## config.mk

```make
export PLATFORM = sky130hd
export DESIGN_NAME = idxPtrFile
export DESIGN_NICKNAME = d
export VERILOG_FILES = /design/src/rtl/idxPtrPkg.sv /design/src/rtl/idxPtrCtrl.sv /design/src/rtl/idxPtrData.sv /design/src/rtl/idxPtrFile.sv
export SDC_FILE = /design/constraint.sdc
export NUM_CORES = 1
export LEC_CHECK = 0
export ABC_AREA = 1
export BUFFER_PORTS_ARGS = -buffer_cell sky130_fd_sc_hd__buf_2
export CORE_ASPECT_RATIO = 0.75
export CORE_MARGIN = 2
export CORE_UTILIZATION = 45
export CTS_CLUSTER_DIAMETER = 30
export DETAILED_ROUTE_END_ITERATION = 8
export GPL_TIMING_DRIVEN = 0
export SLEW_MARGIN = 20
export SYNTH_ARGS = -nofsm -noshare
export SYNTH_HDL_FRONTEND = slang
export SYNTH_SLANG_ARGS = --single-unit
```

## constraint.sdc

```tcl
create_clock -name clk -period 1.8 [get_ports clk]
set_clock_uncertainty 0.1 [all_clocks]
set_input_delay 0.18 -clock clk [delete_from_list [all_inputs] [get_ports clk]]
set_output_delay 0.18 -clock clk [all_outputs]
set_load 0.02 [all_outputs]
```

## src/rtl/idxPtrPkg.sv

```systemverilog
package idxPtrPkg;
  localparam int PTR_CNT   = 4;
  localparam int BYTE_W    = 8;
  localparam int PTR_W     = 2 * BYTE_W;
  localparam int SEL_W     = $clog2(PTR_CNT);
  localparam int REG_AW    = 5;
  localparam int REG_BASE  = 12;
  localparam int REG_SPAN  = 2 * PTR_CNT;
  localparam int IMM_REACH = 16;

  typedef enum logic [1:0] {
    MODE_HOLD    = 2'd0,
    MODE_PREINC  = 2'd1,
    MODE_POSTINC = 2'd2,
    MODE_POSTDEC = 2'd3
  } accMode_e;

  typedef struct packed {
    logic [PTR_CNT-1:0] updEn;
    logic [PTR_CNT-1:0] wrLo;
    logic [PTR_CNT-1:0] wrHi;
    logic [SEL_W-1:0]   outSel;
    logic               outNext;
    logic               stepDown;
    logic               rdValid;
    logic [SEL_W-1:0]   rdIdx;
    logic               rdHi;
  } ptrStrobe_t;
endpackage

```

## src/rtl/idxPtrCtrl.sv

```systemverilog
module idxPtrCtrl
  import idxPtrPkg::*;
(
  input  logic [REG_AW-1:0] regAddr,
  input  logic              regWrEn,
  input  logic              regImm,
  input  logic              accEn,
  input  logic [SEL_W-1:0]  accSel,
  input  logic [1:0]        accMode,
  input  logic              accFixZ,
  output ptrStrobe_t        strobe
);
  localparam logic [REG_AW-1:0] BASE_A  = REG_AW'(REG_BASE);
  localparam logic [REG_AW-1:0] LIMIT_A = REG_AW'(REG_BASE + REG_SPAN);
  localparam logic [REG_AW-1:0] IMM_A   = REG_AW'(IMM_REACH);

  logic [REG_AW-1:0] offs;
  logic              inRange;
  logic              wrOk;
  logic [SEL_W-1:0]  hitIdx;
  logic              hitHi;
  logic [SEL_W-1:0]  effSel;
  accMode_e          modeE;

  always_comb begin
    offs    = regAddr - BASE_A;
    inRange = (regAddr >= BASE_A) && (regAddr < LIMIT_A);
    hitIdx  = offs[SEL_W:1];
    hitHi   = offs[0];
    wrOk    = regWrEn && inRange && (!regImm || (regAddr < IMM_A));
    effSel  = accFixZ ? SEL_W'(PTR_CNT - 1) : accSel;
    modeE   = accMode_e'(accMode);
  end

  always_comb begin
    strobe          = '0;
    strobe.outSel   = effSel;
    strobe.outNext  = (modeE == MODE_PREINC);
    strobe.stepDown = (modeE == MODE_POSTDEC);
    strobe.rdValid  = inRange;
    strobe.rdIdx    = hitIdx;
    strobe.rdHi     = hitHi;
    for (int k = 0; k < PTR_CNT; k++) begin
      strobe.wrLo[k]  = wrOk && (hitIdx == SEL_W'(k)) && !hitHi;
      strobe.wrHi[k]  = wrOk && (hitIdx == SEL_W'(k)) && hitHi;
      strobe.updEn[k] = accEn && (modeE != MODE_HOLD) && (effSel == SEL_W'(k))
                        && !(wrOk && (hitIdx == SEL_W'(k)));
    end
  end
endmodule

```

## src/rtl/idxPtrData.sv

```systemverilog
module idxPtrData
  import idxPtrPkg::*;
(
  input  logic              clk,
  input  logic              rstN,
  input  ptrStrobe_t        strobe,
  input  logic [BYTE_W-1:0] wrData,
  output logic [BYTE_W-1:0] rdData,
  output logic [PTR_W-1:0]  addrOut
);
  logic [PTR_W-1:0] ptrQ    [PTR_CNT];
  logic [PTR_W-1:0] stepVal [PTR_CNT];

  for (genvar k = 0; k < PTR_CNT; k++) begin : g_ptr
    assign stepVal[k] = strobe.stepDown ? ptrQ[k] - PTR_W'(1) : ptrQ[k] + PTR_W'(1);

    always_ff @(posedge clk or negedge rstN) begin
      if (!rstN) begin
        ptrQ[k] <= '0;
      end else if (strobe.wrLo[k]) begin
        ptrQ[k][BYTE_W-1:0] <= wrData;
      end else if (strobe.wrHi[k]) begin
        ptrQ[k][PTR_W-1:BYTE_W] <= wrData;
      end else if (strobe.updEn[k]) begin
        ptrQ[k] <= stepVal[k];
      end
    end
  end

  always_comb begin
    if (!strobe.rdValid)  rdData = '0;
    else if (strobe.rdHi) rdData = ptrQ[strobe.rdIdx][PTR_W-1:BYTE_W];
    else                  rdData = ptrQ[strobe.rdIdx][BYTE_W-1:0];
    addrOut = strobe.outNext ? stepVal[strobe.outSel] : ptrQ[strobe.outSel];
  end
endmodule

```

## src/rtl/idxPtrFile.sv

```systemverilog
module idxPtrFile
  import idxPtrPkg::*;
(
  input  logic              clk,
  input  logic              rstN,
  input  logic [REG_AW-1:0] regAddr,
  input  logic              regWrEn,
  input  logic              regImm,
  input  logic [BYTE_W-1:0] regWrData,
  output logic [BYTE_W-1:0] regRdData,
  input  logic              accEn,
  input  logic [SEL_W-1:0]  accSel,
  input  logic [1:0]        accMode,
  input  logic              accFixZ,
  output logic [PTR_W-1:0]  addrOut
);
  ptrStrobe_t strobe;

  idxPtrCtrl ctrl_i (
    .regAddr (regAddr),
    .regWrEn (regWrEn),
    .regImm  (regImm),
    .accEn   (accEn),
    .accSel  (accSel),
    .accMode (accMode),
    .accFixZ (accFixZ),
    .strobe  (strobe)
  );

  idxPtrData data_i (
    .clk     (clk),
    .rstN    (rstN),
    .strobe  (strobe),
    .wrData  (regWrData),
    .rdData  (regRdData),
    .addrOut (addrOut)
  );
endmodule

```

## Yosys cells after proc, flatten, opt, wreduce, memory -nomap -nowiden

Cells that the tools add are included.

- Eq/ne operators: 12
- $mul: 0
- Add/sub/neg operators: 9
- Order comparisons: 5
- Shifts and indexed selects: 0
- Mux-type cells: 33
- Divide/modulo/power cells: 0
- Bitwise operators: 6
- Reduce and logical (&&, ||, !) cells: 50

Operators by type and width:

| operator | number |
|---|---|
| 2-to-1 mux 16 bit | 15 |
| 2-to-1 mux 8 bit | 14 |
| binary-select mux 16 bit (select 2 bit) | 3 |
| adder 16 x 1 -> 16 bit (second input constant) | 4 |
| subtractor 16 x 1 -> 16 bit (second input constant) | 4 |
| logical AND 1 bit | 24 |
| nonzero test 2 bit | 9 |
| AND reduction 2 bit | 8 |
| == test 2 bit (second input constant) | 5 |
| < comparator 5 bit (second input constant) | 2 |
| != test 2 x 1 -> 1 bit (second input constant) | 4 |
| == test 2 x 1 -> 1 bit (second input constant) | 3 |
| >= comparator 3 bit (second input constant) | 2 |
| zero test 1 bit | 6 |
| inverter 2 -> 3 bit | 2 |
| >= comparator 5 x 4 -> 1 bit (second input constant) | 1 |
| zero test 2 bit | 2 |
| inverter 1 bit | 4 |
| subtractor 3 bit (second input constant) | 1 |
| 2-to-1 mux 2 bit | 1 |
| logical OR 1 bit | 1 |

- RAM bits: 0
- Input port bits: 23
- Memories kept: 0
- Output and inout bits: 24
- ROM bits: 0
- Register bits after elaboration: 64
- Bits in latches: 0
- Word-level logic and storage cells: 123

## Depth between registers and ports, before layout

- Word-level depth: 10
- Depth in mapped cells: 18
- Depth with buffers taken out: 17

## By module

From an unflattened synthesis, not the netlist that was laid out.

- Cells, all modules: 1,384
- Area, all modules: 8,212.9 µm²

Modules (own cells, without submodules):

| module | instances | cells an instance | area an instance (µm²) | seq. area each (µm²) |
|---|---|---|---|---|
| idxPtrData | 1 | 1,326 | 7,938.9 | 1,601.5 |
| idxPtrCtrl | 1 | 58 | 274.0 | 0.0 |

## Worst setup path after synthesis

No wires, ideal clock.

- Path kind: in2out
- Start: input port accMode[1]
- End: output port addrOut[14]
- Buffers on the path: 2
- Data arrival time: 1.898 ns
- Stages: 17
- Required time: 1.520 ns
- Setup slack: -0.378 ns
- Cells stage by stage: buf_4 -> buf_6 -> nand3_1 -> nand2_1 -> inv_1 -> ha_1 -> inv_1 -> nand2_1 -> nand3_2 -> nand3_1 -> nand2_1 -> nand2_1 -> nand2_1 -> nand2_1 -> nor2_1 -> nor2_1 -> a21oi_1

- Word-level cells in the longest chain between the ends: 6
- Elaborated cells between the ends (all ways): 10
- Classes of those cells: eq/ne: 2; mux: 8

RTL lines:

| what | line | text |
|---|---|---|
| start: declaration | idxPtrFile.sv:13 | `input logic [1:0] accMode,` |
| == test 2 bit | idxPtrCtrl.sv:39 | `strobe.stepDown = (modeE == MODE_POSTDEC);` |
| 2-to-1 mux 16 bit | idxPtrData.sv:15 | `assign stepVal[k] = strobe.stepDown ? ptrQ[k] - PTR_W'(1) : ptrQ[k] + PTR_W'(1);` |
| binary-select mux 16 bit (select 2 bit) | idxPtrData.sv:34 | `addrOut = strobe.outNext ? stepVal[strobe.outSel] : ptrQ[strobe.outSel];` |
| 2-to-1 mux 16 bit (implied by the code) (2 in series) | idxPtrData.sv:34 |  |
| 2-to-1 mux 16 bit * | idxPtrData.sv:34 |  |
| end: declaration | idxPtrFile.sv:15 | `output logic [PTR_W-1:0] addrOut` |

Every way passes the cells marked *; elsewhere a longest branch is shown, timed or not. The select of a mux whose other input is x is not followed.

## Worst setup path after layout

- Start: register data_i.ptrQ[20] (netlist name)
- End: output port addrOut[8]

- Word-level cells in the longest chain between the ends: 6
- Elaborated cells between the ends (all ways): 7
- Classes of those cells: add/sub: 2; mux: 5

RTL lines:

| what | line | text |
|---|---|---|
| start: declaration | idxPtrData.sv:11 | `logic [PTR_W-1:0] ptrQ [PTR_CNT];` |
| start signal: indexed assignment | idxPtrData.sv:21 | `ptrQ[k][BYTE_W-1:0] <= wrData;` |
| start signal: indexed assignment | idxPtrData.sv:23 | `ptrQ[k][PTR_W-1:BYTE_W] <= wrData;` |
| start signal: indexed assignment | idxPtrData.sv:25 | `ptrQ[k] <= stepVal[k];` |
| adder 16 x 1 -> 16 bit or subtractor 16 x 1 -> 16 bit (tied branches) | idxPtrData.sv:15 |  |
| 2-to-1 mux 16 bit * | idxPtrData.sv:15 |  |
| binary-select mux 16 bit (select 2 bit) * | idxPtrData.sv:34 |  |
| 2-to-1 mux 16 bit (implied by the code) * (2 in series) | idxPtrData.sv:34 |  |
| 2-to-1 mux 16 bit * | idxPtrData.sv:34 |  |

Marks and branches as above.

==> flow_summary_export.csv <==
group,metric,value,unit
status,outcome,"finished with violations",
status,violations,"design-rule violations, negative setup slack",
timing,slew_viol_final,0,
clocking,cts_tree,"built",
power_and_ir_drop,share_comb_of_total_power,73.4,%
yosys,syn_area,7910,sq um
yosys,yosysMostFrequentCell,"nand2_1",
yosys,seq_area_frac_synth,20.2,%
routing,drt_first_pass_iters,9,
power_and_ir_drop,p_leak,6.05,nW
global_route,overflow,0,
finish,largest_register,"data_i.ptrQ",
routing,drc,45,
timing,rsz0062_at_grt,"yes",
die,core,17000,sq um
clocking,cts_root_buffer,"clkbuf_16",
yosys,syn_inst,1351,
routing,initialDrtViolationCount,2668,
finish,fin_nets,1598,
yosys,synth_top_area_share,21.5,%
yosys,syn_nets,1378,
die,rows,41,
routing,ant_nets,0,
timing,period_share,154,%
power_and_ir_drop,p_sw,10.3,mW
placed_design,numPortBuffers,45,
yosys,synthTopCellsByCount,"454 x nand2_1, 178 x inv_1, 178 x nand3_1",
global_route,grt_max_degree,36,
yosys,synth_edf_count,0,
power_and_ir_drop,power_density,1440,nW/um^2
finish,largest_reg_flops,64,
worst_setup_path,crit_type,"reg -> out",
yosys,yosys-top-cells-area,"nand2_1 22%, dfrtp_1 20%, nand3_1 11%",
power_and_ir_drop,p_total,19.2,mW
finish,instances_no_fill,1813,
finish,reg.largest.list,"data_i.ptrQ (64)",
timing,slew_headroom,33.9,%
timing,worst_slack,-970,ps
min_path,hp-class,"in -> reg",
global_route,grt_pass1_vias,10500,
clocking,cts_sinks,64,
placed_design,place.gp.congestion,1.08,
yosys,synth_cell_types,40,
routing,routedWlPerCell,27.6,microns
finish,layout-drive-gt1-share,55.0,%
clocking,htree_levels,3,
clocking,numCtsBuffers,9,
timing,min_period,2770,ps
worst_setup_path,end_kind,"primary output",
clocking,clk_path_buf_depth,2,
global_route,grtUsageTotal,48.4,%
global_route,grt_pass1_wl,66.7,mm
timing,setup_viol,67,
clocking,clk_pin_slew,70,ps
power_and_ir_drop,power.internal,8.90,mW
timing,fmax,361,MHz
worst_setup_path,crit_fanout,4,
timing,hold_violations,0,
power_and_ir_drop,swShare,53.5,%
placed_design,hpwl,32.0,mm
die,start_util,46.5,%
routing,wl,50.0,mm
yosys,synth_top_cell_by_area,"nand2_1",
die,die_w,157,microns
worst_setup_path,worst_ep_required_time,1520,ps
worst_setup_path,startpoint_type,"flip-flop",
routing,drt-vias-per-instance,6.89,
die,ioPinCount,47,
die,die_y,119,microns
timing,setup_tns,-19790,ps
yosys,async_flop_share,100,%
yosys,synth_flop_cell,"dfrtp_1",
finish,fill_cells,1175,
power_and_ir_drop,pwr-share-seq,15.2,%
placed_design,numPlacedInstances,1633,
clocking,insertion_delay,370,ps
routing,vias,12500,
worst_setup_path,arrival,2490,ps
finish,area_growth,68.5,%
timing,tightest_slew,966,ps
power_and_ir_drop,ir_drop,0.000747,V
flow_run,maxCapViolCount,0,
yosys,ys_ff_latch,64,
power_and_ir_drop,pwr-share-clk,11.4,%
yosys,avgSynthCellArea,5.86,sq um
global_route,grt_antenna_before_repair,1,
yosys,yosys_warnings,0,
die,dieArea,18700,sq um
## cells in the final DEF (no fill, tap or decap), types with 5 or more instances in the layout
master / n
nor3_1: 5
a41oi_1: 18
nand2_2: 144
xor2_4: 7
a21oi_1: 12
nand3_1: 83
nand2_4: 60
inv_2: 72
inv_4: 20
buf_8: 10
a41oi_2: 7
clkbuf_16: 9
nor2_1: 42
o21ai_1: 5
a2111oi_0: 6
o221ai_1: 28
o21ai_0: 24
a21oi_2: 17
buf_6: 73
xor2_2: 10
dfrtp_1: 48
buf_2: 24
xor2_1: 12
nand4_1: 11
nand3_2: 66
buf_4: 128
nand2_1: 264
nor3_2: 6
inv_1: 103
o221ai_2: 29
o22ai_1: 17
dfrtp_2: 16
nand3_4: 43
o211ai_1: 6
nor2_2: 35
nor2_4: 33
## area by class of cell
type	instances	area, sq um	area share, %
inverter	201	817	6.13
timing repair buffer	209	1800	13.5
tap	236	295	2.21
clock inverter	7	119	0.891
sequential	64	1620	12.2
clock buffer	9	225	1.69
antenna	1	2.50	0.0188
multi-input combinational	1046	8080	60.6
buffer	40	380	2.85
## what timing repair did
| action | CTS | global route |
|---|---|---|
| gates resized for setup | 416 | 379 |
| setup endpoints to repair | 75 | 86 |
| endpoints found under the hold margin | 29 | 0 |
| pin swaps | 107 | 104 |
| buffers inserted | 109 | 63 |
| hold buffers | 1 | 0 |
## cells by family after synthesis
| kind of cell | Yosys count | synth area share [%] |
|---|---|---|
| fa+ha+maj | 4 | 0.632 |
| simple gates | 805 | 43.8 |
| flops | 64 | 20.2 |
| xor+xnor | 35 | 3.97 |
| compound gates | 202 | 18.7 |
| buf+inv | 241 | 12.7 |
## metal layers
layer	part of all wire [%]	wire length [microns]	GRT usage (%)	vias to the layer above
li1	-	-	-	4996
met1	36	17900	66.9	5807
met2	39	19500	65.4	1278
met3	17	8700	19.9	403
met4	7.7	3860	21.1	0
met5	0	0	1.12	-
## power by group through the flow
stage               registers, mW  clock network, mW  logic [mW]
floorplan                    2.49                  0        5.14
global placement             2.69                  0        7.38
detailed placement           2.69                  0        7.38
CTS                          2.77               2.13        10.4
global route                 2.93               2.20        14.5
finish                       2.91               2.18        14.1
## worst max-delay path, stage by stage (launching register included)
cell     delay, ps
dfrtp_1        430
inv_2           70
buf_4          140
buf_4          150
a41oi_1        370
inv_1          170
nand2_1        140
nand2_2         90
nand3_4        100
nand3_2         80
a21oi_2        160
nor2_4          70
buf_6          140
## path summary, 6_finish.rpt
| check | start | slack, ps | cells past startpoint | endpoint |
|---|---|---|---|---|
| max in group asynchronous | rstN | 780 | 3 | data_i.ptrQ[39]$_DFFE_PN0P_ |
| hold / removal | regWrData[7] | 70 | 3 | data_i.ptrQ[55]$_DFFE_PN0P_ |
| hold reg to reg | data_i.ptrQ[30]$_DFFE_PN0P_ | 450 | 2 | data_i.ptrQ[30]$_DFFE_PN0P_ |
| setup / recovery | data_i.ptrQ[20]$_DFFE_PN0P_ | -970 | 12 | addrOut[8] |
| min in group asynchronous | rstN | 210 | 2 | data_i.ptrQ[59]$_DFFE_PN0P_ |
| setup reg to reg | data_i.ptrQ[17]$_DFFE_PN0P_ | -820 | 17 | data_i.ptrQ[23]$_DFFE_PN0P_ |
## through the flow
| stage | util (%) | cell area [sq um] | hold WS [ps] | setup WS (ps) |
|---|---|---|---|---|
| floorplan | - | 8200 | -216 | -145 |
| global placement | 51.2 | 8720 | 404 | -1210 |
| detailed placement | 51.3 | 8740 | 57.5 | -1170 |
| CTS | 66.9 | 11400 | 83.2 | -861 |
| global route | 78.3 | 13300 | 88.5 | -985 |
| finish | 78.3 | 13300 | 73.7 | -970 |
No activity file was read; power rests on OpenSTA's default activity.
